[config.mk]
export PLATFORM = sky130hd
export DESIGN_NAME = sem_shift_unit
export DESIGN_NICKNAME = d
export VERILOG_FILES = /design/src/rtl/sem_pkg.sv /design/src/rtl/sem_shift_alu.sv /design/src/rtl/sem_tag_cache.sv /design/src/rtl/sem_seq.sv /design/src/rtl/sem_shift_unit.sv
export SDC_FILE = /design/constraint.sdc
export NUM_CORES = 1
export LEC_CHECK = 0
export ABC_AREA = 1
export BUFFER_PORTS_ARGS = -buffer_cell sky130_fd_sc_hd__buf_4
export CAP_MARGIN = 10
export CORE_MARGIN = 2
export CORE_UTILIZATION = 28
export CTS_CLUSTER_DIAMETER = 120
export DETAILED_ROUTE_END_ITERATION = 8
export MAX_ROUTING_LAYER = met4
export PLACE_DENSITY = 0.49
export SYNTH_ARGS = -nofsm -noshare
export SYNTH_HDL_FRONTEND = slang
export SYNTH_SLANG_ARGS = --single-unit
[constraint.sdc]
create_clock -name clk_i -period 3.6 [get_ports clk_i]
set_clock_uncertainty 0.1 [all_clocks]
set_input_delay 0.36 -clock clk_i [delete_from_list [all_inputs] [get_ports clk_i]]
set_output_delay 0.36 -clock clk_i [all_outputs]
set_load 0.005 [all_outputs]
[src/rtl/sem_pkg.sv]
package sem_pkg;
  typedef enum logic [1:0] {
    OP_LOAD  = 2'd0,
    OP_STORE = 2'd1,
    OP_SEM   = 2'd2
  } op_e;

  typedef enum logic [2:0] {
    ST_IDLE,
    ST_CHK,
    ST_RD,
    ST_WR,
    ST_FIN
  } state_e;
endpackage

[src/rtl/sem_shift_alu.sv]
module sem_shift_alu
  import sem_pkg::*;
(
  input  logic [1:0] op_i,
  input  logic [7:0] byte_i,
  output logic [7:0] res_o,
  output logic       n_o,
  output logic       z_o,
  output logic       v_o,
  output logic       c_o
);
  logic is_sem;
  assign is_sem = (op_i == OP_SEM);

  always_comb begin
    if (is_sem) begin
      res_o = {byte_i[7], byte_i[7:1]};
      c_o   = byte_i[0];
    end else begin
      res_o = byte_i;
      c_o   = 1'b0;
    end
    n_o = res_o[7];
    z_o = (res_o == 8'h00);
    v_o = is_sem ? (n_o ^ c_o) : 1'b0;
  end
endmodule

[src/rtl/sem_tag_cache.sv]
module sem_tag_cache #(
  parameter int AW    = 8,
  parameter int LINES = 4
) (
  input  logic          clk_i,
  input  logic          rst_ni,
  input  logic [AW-2:0] waddr_i,
  output logic          hit_o,
  output logic [15:0]   data_o,
  input  logic          fill_i,
  input  logic [15:0]   fill_data_i,
  input  logic          upd_i,
  input  logic          upd_lane_i,
  input  logic [7:0]    upd_byte_i,
  input  logic          inv_i
);
  localparam int WAW  = AW - 1;
  localparam int IDXW = $clog2(LINES);
  localparam int TAGW = WAW - IDXW;

  logic [LINES-1:0] valid_q;
  logic [TAGW-1:0]  tag_q  [LINES];
  logic [15:0]      data_q [LINES];
  logic [IDXW-1:0]  idx;
  logic [TAGW-1:0]  tag;
  logic [LINES-1:0] match;

  assign idx = waddr_i[IDXW-1:0];
  assign tag = waddr_i[WAW-1:IDXW];

  for (genvar i = 0; i < LINES; i++) begin : g_match
    assign match[i] = valid_q[i] && (tag_q[i] == tag) && (idx == IDXW'(i));
  end

  assign hit_o  = |match;
  assign data_o = data_q[idx];

  always_ff @(posedge clk_i or negedge rst_ni) begin
    if (!rst_ni) begin
      valid_q <= '0;
      for (int i = 0; i < LINES; i++) begin
        tag_q[i]  <= '0;
        data_q[i] <= '0;
      end
    end else if (fill_i) begin
      valid_q[idx] <= 1'b1;
      tag_q[idx]   <= tag;
      data_q[idx]  <= fill_data_i;
    end else if (inv_i) begin
      valid_q[idx] <= 1'b0;
    end else if (upd_i) begin
      if (upd_lane_i) data_q[idx][15:8] <= upd_byte_i;
      else            data_q[idx][7:0]  <= upd_byte_i;
    end
  end

  assert_fill_excl_inv_R9: assert property (@(posedge clk_i) disable iff (!rst_ni)
    fill_i |-> !inv_i && !upd_i);
  assert_inv_clears_R9: assert property (@(posedge clk_i) disable iff (!rst_ni)
    (inv_i && !fill_i) |=> !hit_o || ($past(waddr_i) != waddr_i));
endmodule

[src/rtl/sem_seq.sv]
module sem_seq
  import sem_pkg::*;
#(
  parameter int AW = 8
) (
  input  logic          clk_i,
  input  logic          rst_ni,
  input  logic          req_valid_i,
  input  logic [1:0]    req_op_i,
  input  logic [AW-1:0] req_addr_i,
  input  logic [7:0]    req_wdata_i,
  input  logic          req_bypass_i,
  output logic          ready_o,
  output logic          done_o,
  output logic          mem_req_o,
  output logic          mem_we_o,
  output logic [AW-2:0] mem_addr_o,
  output logic [1:0]    mem_be_o,
  output logic [15:0]   mem_wdata_o,
  output logic          mem_lock_o,
  input  logic          mem_ack_i,
  input  logic [15:0]   mem_rdata_i,
  output logic [AW-2:0] c_waddr_o,
  input  logic          c_hit_i,
  input  logic [15:0]   c_data_i,
  output logic          c_fill_o,
  output logic [15:0]   c_fill_data_o,
  output logic          c_upd_o,
  output logic          c_lane_o,
  output logic [7:0]    c_byte_o,
  output logic          c_inv_o,
  output logic [1:0]    alu_op_o,
  output logic [7:0]    alu_in_o,
  input  logic [7:0]    alu_res_i
);
  state_e        st_q, st_d;
  logic [1:0]    op_q;
  logic [AW-1:0] addr_q;
  logic          byp_q;
  logic [7:0]    byte_q;
  logic          lane;
  logic [7:0]    bus_byte;
  logic [7:0]    line_byte;
  logic          is_sem, is_st, is_ld, ld_hit;

  assign lane      = addr_q[0];
  assign bus_byte  = lane ? mem_rdata_i[15:8] : mem_rdata_i[7:0];
  assign line_byte = lane ? c_data_i[15:8]    : c_data_i[7:0];
  assign is_sem    = (op_q == OP_SEM);
  assign is_st     = (op_q == OP_STORE);
  assign is_ld     = !is_sem && !is_st;
  assign ld_hit    = is_ld && !byp_q && c_hit_i;

  always_comb begin
    st_d = st_q;
    unique case (st_q)
      ST_IDLE: if (req_valid_i) st_d = ST_CHK;
      ST_CHK: begin
        if (is_st)       st_d = ST_WR;
        else if (ld_hit) st_d = ST_FIN;
        else             st_d = ST_RD;
      end
      ST_RD:   if (mem_ack_i) st_d = (is_sem && bus_byte != 8'h00) ? ST_WR : ST_FIN;
      ST_WR:   if (mem_ack_i) st_d = ST_FIN;
      ST_FIN:  st_d = ST_IDLE;
      default: st_d = ST_IDLE;
    endcase
  end

  always_ff @(posedge clk_i or negedge rst_ni) begin
    if (!rst_ni) begin
      st_q   <= ST_IDLE;
      op_q   <= 2'd0;
      addr_q <= '0;
      byp_q  <= 1'b0;
      byte_q <= 8'h00;
    end else begin
      st_q <= st_d;
      if (st_q == ST_IDLE && req_valid_i) begin
        op_q   <= req_op_i;
        addr_q <= req_addr_i;
        byp_q  <= req_bypass_i;
        byte_q <= req_wdata_i;
      end else if (st_q == ST_CHK && ld_hit) begin
        byte_q <= line_byte;
      end else if (st_q == ST_RD && mem_ack_i) begin
        byte_q <= bus_byte;
      end
    end
  end

  assign ready_o     = (st_q == ST_IDLE);
  assign done_o      = (st_q == ST_FIN);
  assign mem_req_o   = (st_q == ST_RD) || (st_q == ST_WR);
  assign mem_we_o    = (st_q == ST_WR);
  assign mem_addr_o  = addr_q[AW-1:1];
  assign mem_be_o    = mem_we_o ? (lane ? 2'b10 : 2'b01) : 2'b11;
  assign mem_wdata_o = {alu_res_i, alu_res_i};
  // lock spans the setup cycle so it is up before the read request
  assign mem_lock_o  = is_sem && ((st_q == ST_CHK) || (st_q == ST_RD) || (st_q == ST_WR));

  assign c_waddr_o     = addr_q[AW-1:1];
  assign c_fill_o      = (st_q == ST_RD) && mem_ack_i && is_ld && !byp_q;
  assign c_fill_data_o = mem_rdata_i;
  assign c_upd_o       = (st_q == ST_WR) && mem_ack_i && is_st && !byp_q && c_hit_i;
  assign c_inv_o       = (st_q == ST_WR) && mem_ack_i && (byp_q || is_sem) && c_hit_i;
  assign c_lane_o      = lane;
  assign c_byte_o      = byte_q;

  assign alu_op_o = op_q;
  assign alu_in_o = byte_q;

  assert_lock_held_R2: assert property (@(posedge clk_i) disable iff (!rst_ni)
    (mem_req_o && mem_lock_o && !mem_ack_i) |=> mem_lock_o);
  assert_lock_off_done_R2: assert property (@(posedge clk_i) disable iff (!rst_ni)
    done_o |-> !mem_lock_o);
  assert_no_zero_write_R5: assert property (@(posedge clk_i) disable iff (!rst_ni)
    (mem_we_o && is_sem) |-> (byte_q != 8'h00));
  assert_one_lane_R6: assert property (@(posedge clk_i) disable iff (!rst_ni)
    (mem_req_o && mem_we_o) |-> ($countones(mem_be_o) == 1));
  assert_hit_quiet_R7: assert property (@(posedge clk_i) disable iff (!rst_ni)
    (st_q == ST_CHK && ld_hit) |=> !mem_req_o && done_o);
  assert_sem_reads_bus_R1: assert property (@(posedge clk_i) disable iff (!rst_ni)
    (st_q == ST_CHK && is_sem) |=> mem_req_o && !mem_we_o);
  assert_idle_after_done_R10: assert property (@(posedge clk_i) disable iff (!rst_ni)
    done_o |=> ready_o);
endmodule

[src/rtl/sem_shift_unit.sv]
module sem_shift_unit #(
  parameter int AW    = 8,
  parameter int LINES = 4
) (
  input  logic          clk_i,
  input  logic          rst_ni,
  input  logic          req_valid_i,
  input  logic [1:0]    req_op_i,
  input  logic [AW-1:0] req_addr_i,
  input  logic [7:0]    req_wdata_i,
  input  logic          req_bypass_i,
  output logic          req_ready_o,
  output logic          done_o,
  output logic [7:0]    rdata_o,
  output logic          flag_n_o,
  output logic          flag_z_o,
  output logic          flag_v_o,
  output logic          flag_c_o,
  output logic          mem_req_o,
  output logic          mem_we_o,
  output logic [AW-2:0] mem_addr_o,
  output logic [1:0]    mem_be_o,
  output logic [15:0]   mem_wdata_o,
  output logic          mem_lock_o,
  input  logic          mem_ack_i,
  input  logic [15:0]   mem_rdata_i
);
  logic [AW-2:0] c_waddr;
  logic          c_hit, c_fill, c_upd, c_lane, c_inv;
  logic [15:0]   c_data, c_fill_data;
  logic [7:0]    c_byte;
  logic [1:0]    alu_op;
  logic [7:0]    alu_in, alu_res;

  sem_seq #(.AW(AW)) u_seq (
    .clk_i, .rst_ni, .req_valid_i, .req_op_i, .req_addr_i, .req_wdata_i, .req_bypass_i,
    .ready_o(req_ready_o), .done_o,
    .mem_req_o, .mem_we_o, .mem_addr_o, .mem_be_o, .mem_wdata_o, .mem_lock_o,
    .mem_ack_i, .mem_rdata_i,
    .c_waddr_o(c_waddr), .c_hit_i(c_hit), .c_data_i(c_data), .c_fill_o(c_fill),
    .c_fill_data_o(c_fill_data), .c_upd_o(c_upd), .c_lane_o(c_lane), .c_byte_o(c_byte),
    .c_inv_o(c_inv), .alu_op_o(alu_op), .alu_in_o(alu_in), .alu_res_i(alu_res)
  );

  sem_tag_cache #(.AW(AW), .LINES(LINES)) u_cache (
    .clk_i, .rst_ni, .waddr_i(c_waddr), .hit_o(c_hit), .data_o(c_data),
    .fill_i(c_fill), .fill_data_i(c_fill_data), .upd_i(c_upd), .upd_lane_i(c_lane),
    .upd_byte_i(c_byte), .inv_i(c_inv)
  );

  sem_shift_alu u_alu (
    .op_i(alu_op), .byte_i(alu_in), .res_o(alu_res),
    .n_o(flag_n_o), .z_o(flag_z_o), .v_o(flag_v_o), .c_o(flag_c_o)
  );

  assign rdata_o = alu_res;

  assert_done_flags_v_R4: assert property (@(posedge clk_i) disable iff (!rst_ni)
    (done_o && alu_op != 2'd2) |-> !flag_v_o && !flag_c_o);
endmodule

==> run summary, run 1 <==
The top layer reached by signal wires was met4. The worst stage delay on the critical path works out to 400 ps. The tools report the number of placement rows as 56. The top achievable clock speed was 0.3570 GHz. The master cell of the clock root buffer was sky130_fd_sc_hd__clkbuf_16. The final critical-path required period was 2801 ps; the power density of the placed cells was 731.1 nW/um2. The tools report the routability congestion estimate from global placement as 0.8938. The signal on the critical path passes through inv_1 > ha_1 > inv_1 > nand2_1 > nand2_1 > nor4_1 > nand2_1 > nor3_1 > buf_4.

The number of hold-repair buffers added at the cts stage was 1; the largest buffer count on any clock path was 2. The routed via count came out at 6566. Entering global routing, the biggest net connects 60 pins. For the critical path arrival, the log shows 2340 ps. VDD sags by at most 0.0003286 V.

The critical path depth in cells is 9. The total setup buffers inserted after CTS was 0. The setup check on the worst reg-to-reg path leaves a slack of 890 ps. The number of antenna violations at the first check in global routing was 0; the worst-path maximum fanout was 11. For the all-layer global routing usage, the log shows 18.31%. The library cell used most frequently in the layout, excluding fill and tap cells, is sky130_fd_sc_hd__nand2_1. The floorplan die width is 159.0 um.

For the DRC violation count after routing, the log shows 0. Counting flops with a built-in enable in the synthesized netlist gives 0. 81 I/O pins were placed. The met1 layer wirelength in the final routing is 10.84 mm, and the synthesized netlist net count is 1009. In the routed layout, each cell is associated on average with a via count of 4.974. The flow ran to the end, and the final reports show no timing, DRC or antenna violations. The run gives 3 as the number of levels in the clock H-tree.

The first detailed-routing pass ran for 5 iterations. The fraction of registers with async set or reset after synthesis was 100.0%. Max-capacitance violation count: 0. The startpoint identified for the worst hold timing path is req_addr_i[4]. Capturing element type of the critical path: a primary output. Relative to the synthesized area, the layout overhead comes to 14.77%. Counting stages on the worst path, the most repeated cell is sky130_fd_sc_hd__nand2_1. Number of global-route vias before repair: 6098.

The buffer and inverter count on the worst path is 3. The repair_antennas step left the layout with diodes totalling 0. The count of nets left with antenna violations once routing finished came out at 0. Setup repair after global routing left no endpoint under its margin.

Share of the cycle needed by the critical path after routing: 77.80%. The number of port buffers came out at 80. Measured along the y axis, the die boundary spans 159.0 um.

The post-cts sizing count is 0. In the layout the commonest cells are sky130_fd_sc_hd__nand2_1, sky130_fd_sc_hd__dfrtp_1, sky130_fd_sc_hd__buf_4. Most common flop cell mapped by yosys: sky130_fd_sc_hd__dfrtp_1.

The run gives 1.173 mm as the met3 layer wire length in the routed design. The tools report the unique cell type count in the Yosys netlist as 31. Counting cells, the worst reg-to-reg path comes to 11.

Summed over all cells, the static leakage comes to 3.896 nW. Classification of the worst setup path: reg2out. The post-synthesis area per instance was 6.950 um2. The capture point of the worst path was flag_z_o. The timing startpoint of the critical path is u_seq.alu_op_o[0]. The first routing iteration left 613 violations. The kind of cell with the highest combined delay along the critical path is simple AND/OR/NAND/NOR gates.

For the final hold violation count, the log shows 0. The cell count after synthesis came out at 968. The core region area is 23540 um2. After clock tree synthesis, the clock-pin slew on the worst setup and hold paths is 90 ps. In this run, synthesis produced a sequential element count of 110.

Of the cells placed in the final design, the portion with a size suffix greater than 1 is 12.89%. The total power was 0.005645 W. The routed design uses 9.940 mm of met2 wire. The post-DP HPWL was 16.09 mm. The logs give 0 for the number of setup violations in the final report and 35.80 mm for the first-pass GRT wire length.

The run gives 6728 um2 as the netlist area before placement. For the final routed database, the setup TNS stands at 0 ps. For the pin with the worst max-slew slack, the measured transition is 793.4 ps. Of the synthesized area, sequential elements account for 40.92%. Normalized max-slew margin: 47.11%. The Yosys step of the flow raised 0 warnings. The later pin in the worst-skew pair is clocked with a latency of 370 ps. The total wire length after detailed routing is 22.61 mm. For the sink count of the clock tree, the log shows 110.

The remaining global-route overflow is 0, and the max-slew violation count is 0. The initial cell density of the core came out at 28.58%. The number of clock buffers added by TritonCTS is 9. STA puts the critical path data required time at 3140 ps. The worst min-delay path class is in2reg. TritonCTS built the clock tree. In the final design database the tool counted 1037 nets. Dividing the detail-routed wire length by the instance count gives 17.13 um. The startpoint identified for the worst register-to-register timing path is u_seq.alu_op_o[0]. The die area is 25280 um2. The endpoint identified for the worst register-to-register timing path is u_cache.data_q[31]. For this design, the slowest cell found on the critical path is sky130_fd_sc_hd__ha_1. The worst setup path is launched from a register.
registers in the layout, summed over array words and instances (netlist names), named ones only:
name	count
u_cache.data_q	64
u_cache.tag_q	20
u_seq.addr_q	8
u_seq.alu_in_o	8
u_seq.st_q	3
u_seq.alu_op_o	2
u_seq.byp_q	1
per-stage QoR:
stage / util [%] / instance area, um2 / hold WS (ps) / cells / setup WS [ps]
2_1_floorplan: - / 6728 / -35.59 / 968 / 1487
3_3_place_gp: 31.46 / 7407 / 355.1 / 1303 / 904.3
3_5_place_dp: 31.46 / 7407 / 358.6 / 1303 / 915.8
4_1_cts: 32.80 / 7721 / 115.8 / 1320 / 751.2
5_1_grt: 32.80 / 7721 / 115.2 / 1320 / 511.0
6_report: 32.80 / 7721 / 127.9 / 1320 / 799.1
cells by family (layout without fill, tap and decap cells):
group                      Yosys count  in the layout  share of synthesized area (%)
muxes                                1              1                         0.1674
adders and majority gates            2              2                         0.3719
AOI/OAI and AO/OA                  128            128                          10.82
and+or+nand+nor                    577            577                          36.97
buffers and inverters              150            183                          10.75
DFF                                110            110                          40.92
tightest hold or removal path: stages:
cell and delay, ps:
sky130_fd_sc_hd__buf_4 80, sky130_fd_sc_hd__nor2_1 30, sky130_fd_sc_hd__a21oi_1 100
cell usage after synthesis, types with 4 or more instances:
master / number / area share (%)
sky130_fd_sc_hd__clkbuf_1: 19 / 1.1
sky130_fd_sc_hd__nor3_1: 5 / 0.37
sky130_fd_sc_hd__nor2_1: 39 / 2.2
sky130_fd_sc_hd__o21ai_0: 41 / 3.1
sky130_fd_sc_hd__buf_6: 7 / 1.2
sky130_fd_sc_hd__dfrtp_1: 110 / 41
sky130_fd_sc_hd__a21oi_1: 20 / 1.5
sky130_fd_sc_hd__o22ai_1: 64 / 6.0
sky130_fd_sc_hd__nand2_2: 4 / 0.37
sky130_fd_sc_hd__buf_1: 8 / 0.45
sky130_fd_sc_hd__buf_2: 25 / 1.9
sky130_fd_sc_hd__nand4_1: 89 / 8.3
sky130_fd_sc_hd__buf_4: 17 / 1.9
sky130_fd_sc_hd__nand3_1: 22 / 1.6
sky130_fd_sc_hd__nand2_1: 408 / 23
sky130_fd_sc_hd__inv_1: 67 / 3.7
worst min-delay path by stage:
stage	slack, ps	endpoint	cells after the start
after floorplan	-40	asynchronous set/reset pin	0
after global placement	360	u_cache.data_q[45]	2
after detailed placement	360	u_cache.data_q[55]	2
after CTS	120	u_seq.addr_q[4]	3
after global routing	120	u_seq.addr_q[4]	3
final	130	u_seq.addr_q[4]	3
area by class of cell:
| type | instances | area [um2] |
|---|---|---|
| Tap cell | 319 | 399.1 |
| Sequential cell | 110 | 2753 |
| Clock inverter | 7 | 78.83 |
| Inverter | 72 | 270.3 |
| Clock buffer | 9 | 225.2 |
| Fill cell | 2636 | 15820 |
| Timing Repair Buffer | 95 | 728.2 |
| Multi-Input combinational cell | 708 | 3267 |
metal layers:
layer	up-vias	track usage, %
met3	34	2.891
met2	216	26.58
met4	0	5.950
li1	3252	-
met5	-	-
met1	3064	26.04
power breakdown:
group	leakage, nW	internal (W)	switching, W	total (W)
registers	1.46	0.00152	0.000374	0.00190
clock network	0.148	0.000494	0.000532	0.00103
logic	2.28	0.000942	0.00178	0.00272
Note: power is estimated with default switching activity, not from simulation.
==> inputs of run 2 (changes only) <==
--- a/config.mk
+++ b/config.mk
@@ -13,7 +13,7 @@
 export CTS_CLUSTER_DIAMETER = 120
 export DETAILED_ROUTE_END_ITERATION = 8
 export MAX_ROUTING_LAYER = met4
-export PLACE_DENSITY = 0.49
+export PLACE_DENSITY = 0.51
 export SYNTH_ARGS = -nofsm -noshare
 export SYNTH_HDL_FRONTEND = slang
 export SYNTH_SLANG_ARGS = --single-unit
==> constraint.sdc (replaced) <==
create_clock -name clk_i -period 2.3 [get_ports clk_i]
set_clock_uncertainty 0.1 [all_clocks]
set_input_delay 0.23 -clock clk_i [delete_from_list [all_inputs] [get_ports clk_i]]
set_output_delay 0.23 -clock clk_i [all_outputs]
set_load 0.005 [all_outputs]
==> run 2 against run 1 <==
Non-clock buffer count rose by 53. Critical path depth did not move. Combinational power rose by 88%. Sequential power rose by 53%. Highest routed layer unchanged.
==> run summary, run 2 (synthesis gave the netlist of run 1 again) <==
The tools report the normalized max-slew margin as 58.99% (+12 points). For the number of antenna diodes, the log shows 0 (unchanged). The number of flip-flops in the largest register was 64 (unchanged). The worst-path maximum fanout is 9 (-2).

The tree is rooted in a sky130_fd_sc_hd__clkbuf_16. The largest buffer count on any clock path came out at 2 (unchanged). The area growth from synthesis to layout is 24.96%.

The standby leakage power is 4.213 nW (+8.1%). The routability congestion estimate from global placement is 0.9284 (+3.9%), and the filler cell count is 2560 (-2.9%). The run gives 1840 ps (-500 ps) as the critical path arrival.

The die boundary height came out at 159.0 um (unchanged). The number of placement rows was 56 (unchanged); the routed length on met2 was 10.40 mm (+4.6%). In the final layout, the registers with the most flip-flops are u_cache.data_q x64, u_cache.tag_q x20.

The number of levels in the clock H-tree is 3 (unchanged). The final worst-path setup slack was 126.9 ps (-672.3 ps); the die area was 25280 um2 (unchanged). Signal routing reaches up to met4. The DRC violation count after routing is 0 (unchanged). The post-layout utilization of the core came out at 35.71% (+2.9 points).

For the all-layer global routing usage, the log shows 18.25% (-0.058 points). The detailed-route vias per instance works out to 4.871 (-2.1%). The tools report the sink count of the clock tree as 110 (unchanged).

For the max-capacitance violation count, the log shows 0 (unchanged). The run gives 0 (unchanged) as the number of antenna violations at the first check in global routing. TritonCTS built the clock tree.

The worst endpoint required time came out at 1970 ps (-1170 ps). The logs give 1344 (+3.1%) for the cell total after placement and 81 (unchanged) for the total I/O pin count. The number of global-route vias before repair came out at 6343 (+4.0%). The CTS buffer count was 9 (unchanged); the pin count of the biggest net entering global routing was 45 (-25%). More flip-flops sit in one register than any other, and that register is u_cache.data_q. The maximum vdd ir drop was 0.0005131 V (+56%). The commonest non-fill, non-tap cell in the layout is sky130_fd_sc_hd__nand2_1. For the count of TritonRoute iterations in the first routing pass, the log shows 6 (+1). Classification of the worst setup path: reg2out. The power density of the placed cells works out to 1146 nW/um2 (+57%). The initial cell density of the core is 28.58% (unchanged), and the average wire per cell in the routed design is 16.49 um (-3.7%). The pin slew with the least headroom to its limit is 615.1 ps (-178.3 ps), and the number of setup violations in the final report is 0 (unchanged).

The number of port buffers came out at 80 (unchanged). The clock-pin slew on the worst setup and hold paths came out at 80 ps (about the same). The final critical-path required period was 2173 ps. The post-place setup slack was -1.143 ps (-916.9 ps). The first-pass GRT wire length was 35.60 mm (-0.54%); the routed via count was 6703 (+2.1%). The total placed instance area is 7828 um2 (+5.7%). Setup repair after global routing could not meet its margin everywhere. The max-slew violation count was 0 (unchanged); the met1 layer wirelength in the final routing was 10.42 mm (-3.9%).

The final hold violation count is 0 (unchanged), and the top achievable clock speed is 0.4602 GHz. The met3 layer wire length in the routed design is 1.246 mm (+6.2%), and the layout net count is 1093 (+5.4%). The worst path uses 94.48% of the clock period. The tools report the number of nets still failing antenna checks after routing as 0 (unchanged). The total wire length after detailed routing was 22.70 mm (+0.38%). The core region area is 23540 um2 (unchanged), and the post-route standard cell area excluding fillers is 8407 um2 (+8.9%).

Leaving out fill and tap cells, the most frequent cells in the layout are sky130_fd_sc_hd__nand2_1, sky130_fd_sc_hd__buf_4, sky130_fd_sc_hd__dfrtp_1. The clock latency of the later-clocked register in the worst-skew pair is 370 ps (about the same), and the post-DP HPWL is 16.32 mm (+1.4%). The worst min-delay path class is in2reg. For the remaining global-route overflow, the log shows 0 (unchanged). The capturing element type of the critical path was a primary output.

The flow ran to the end, and the final reports show no timing, DRC or antenna violations. The fraction of final layout cells with drive strength greater than 1 is 19.21% (+6.3 points), and the iteration-0 DRC count of the detailed router is 563 (-8.2%). The non-filler instance count after layout was 1376 (+4.2%).

The worst setup path is launched from a register. The floorplan die width came out at 159.0 um (unchanged).
## run 2: worst paths after layout
check / endpoint / slack, ps / cells past startpoint / startpoint
worst max register to register: u_cache.data_q[47] / 130 / 10 / u_seq.alu_op_o[0]
max in group asynchronous: u_cache.data_q[35] / 1150 / 3 / rst_ni
worst min register to register: u_cache.data_q[42] / 370 / 2 / u_cache.data_q[42]
worst min-delay path: u_seq.addr_q[0] / 20 / 3 / req_addr_i[0]
min in group asynchronous: u_cache.tag_q[8] / 310 / 2 / rst_ni
worst max-delay path: flag_z_o / 130 / 9 / u_seq.alu_op_o[0]
## run 2: routing by layer
layer | up-vias | global-route usage (%)
li1 | 3374 | -
met4 | 0 | 6.364
met2 | 227 | 27.81
met1 | 3071 | 24.86
met5 | - | -
met3 | 31 | 2.631
## run 2: what timing repair did
item | 4_1_cts | 5_1_grt
setup endpoints to repair | 9 | 78
endpoints found under the hold margin | 46 | 0
gates resized for setup | 5 | 29
setup buffers | 0 | 8
pin swaps | 1 | 7
hold buffers | 5 | 0
cloned | 0 | 3
## run 2: critical path: stages, from the launching register on
cell	delay, ps
sky130_fd_sc_hd__dfrtp_1	370
sky130_fd_sc_hd__inv_2	70
sky130_fd_sc_hd__ha_4	170
sky130_fd_sc_hd__buf_8	140
sky130_fd_sc_hd__nand2_2	60
sky130_fd_sc_hd__nand2_2	80
sky130_fd_sc_hd__nor4_4	250
sky130_fd_sc_hd__nand2_1	100
sky130_fd_sc_hd__nor3_2	100
sky130_fd_sc_hd__buf_4	130
## run 2: final cells by class
class / count / area [um2] / area share, %
clock buffers: 9 / 225.2 / 2.679
flip-flops and latches: 110 / 2756 / 32.79
well taps: 319 / 399.1 / 4.748
multi-input cells: 710 / 3405 / 40.50
repair inverters: 1 / 5.005 / 0.05953
repair buffers: 148 / 1256 / 14.94
inverters: 72 / 274.0 / 3.259
clock inverters: 7 / 86.33 / 1.027
## run 2: stage by stage
| stage | setup TNS (ps) | hold slack (ps) | power (W) |
|---|---|---|---|
| 2_1_floorplan | 0 | -165.6 | 0.005833 |
| 3_5_place_dp | -1.477 | 192.9 | 0.007688 |
| 3_3_place_gp | 0 | 192.6 | 0.007682 |
| 4_1_cts | -28.04 | 3.146 | 0.009381 |
| 5_1_grt | -140.6 | 20.19 | 0.01038 |
| 6_report | 0 | 16.85 | 0.009635 |
## run 2: power by group
group	internal, W	leakage [nW]	switching [W]
logic	0.00202	2.60	0.00309
clock network	0.000782	0.151	0.000836
registers	0.00239	1.46	0.000512
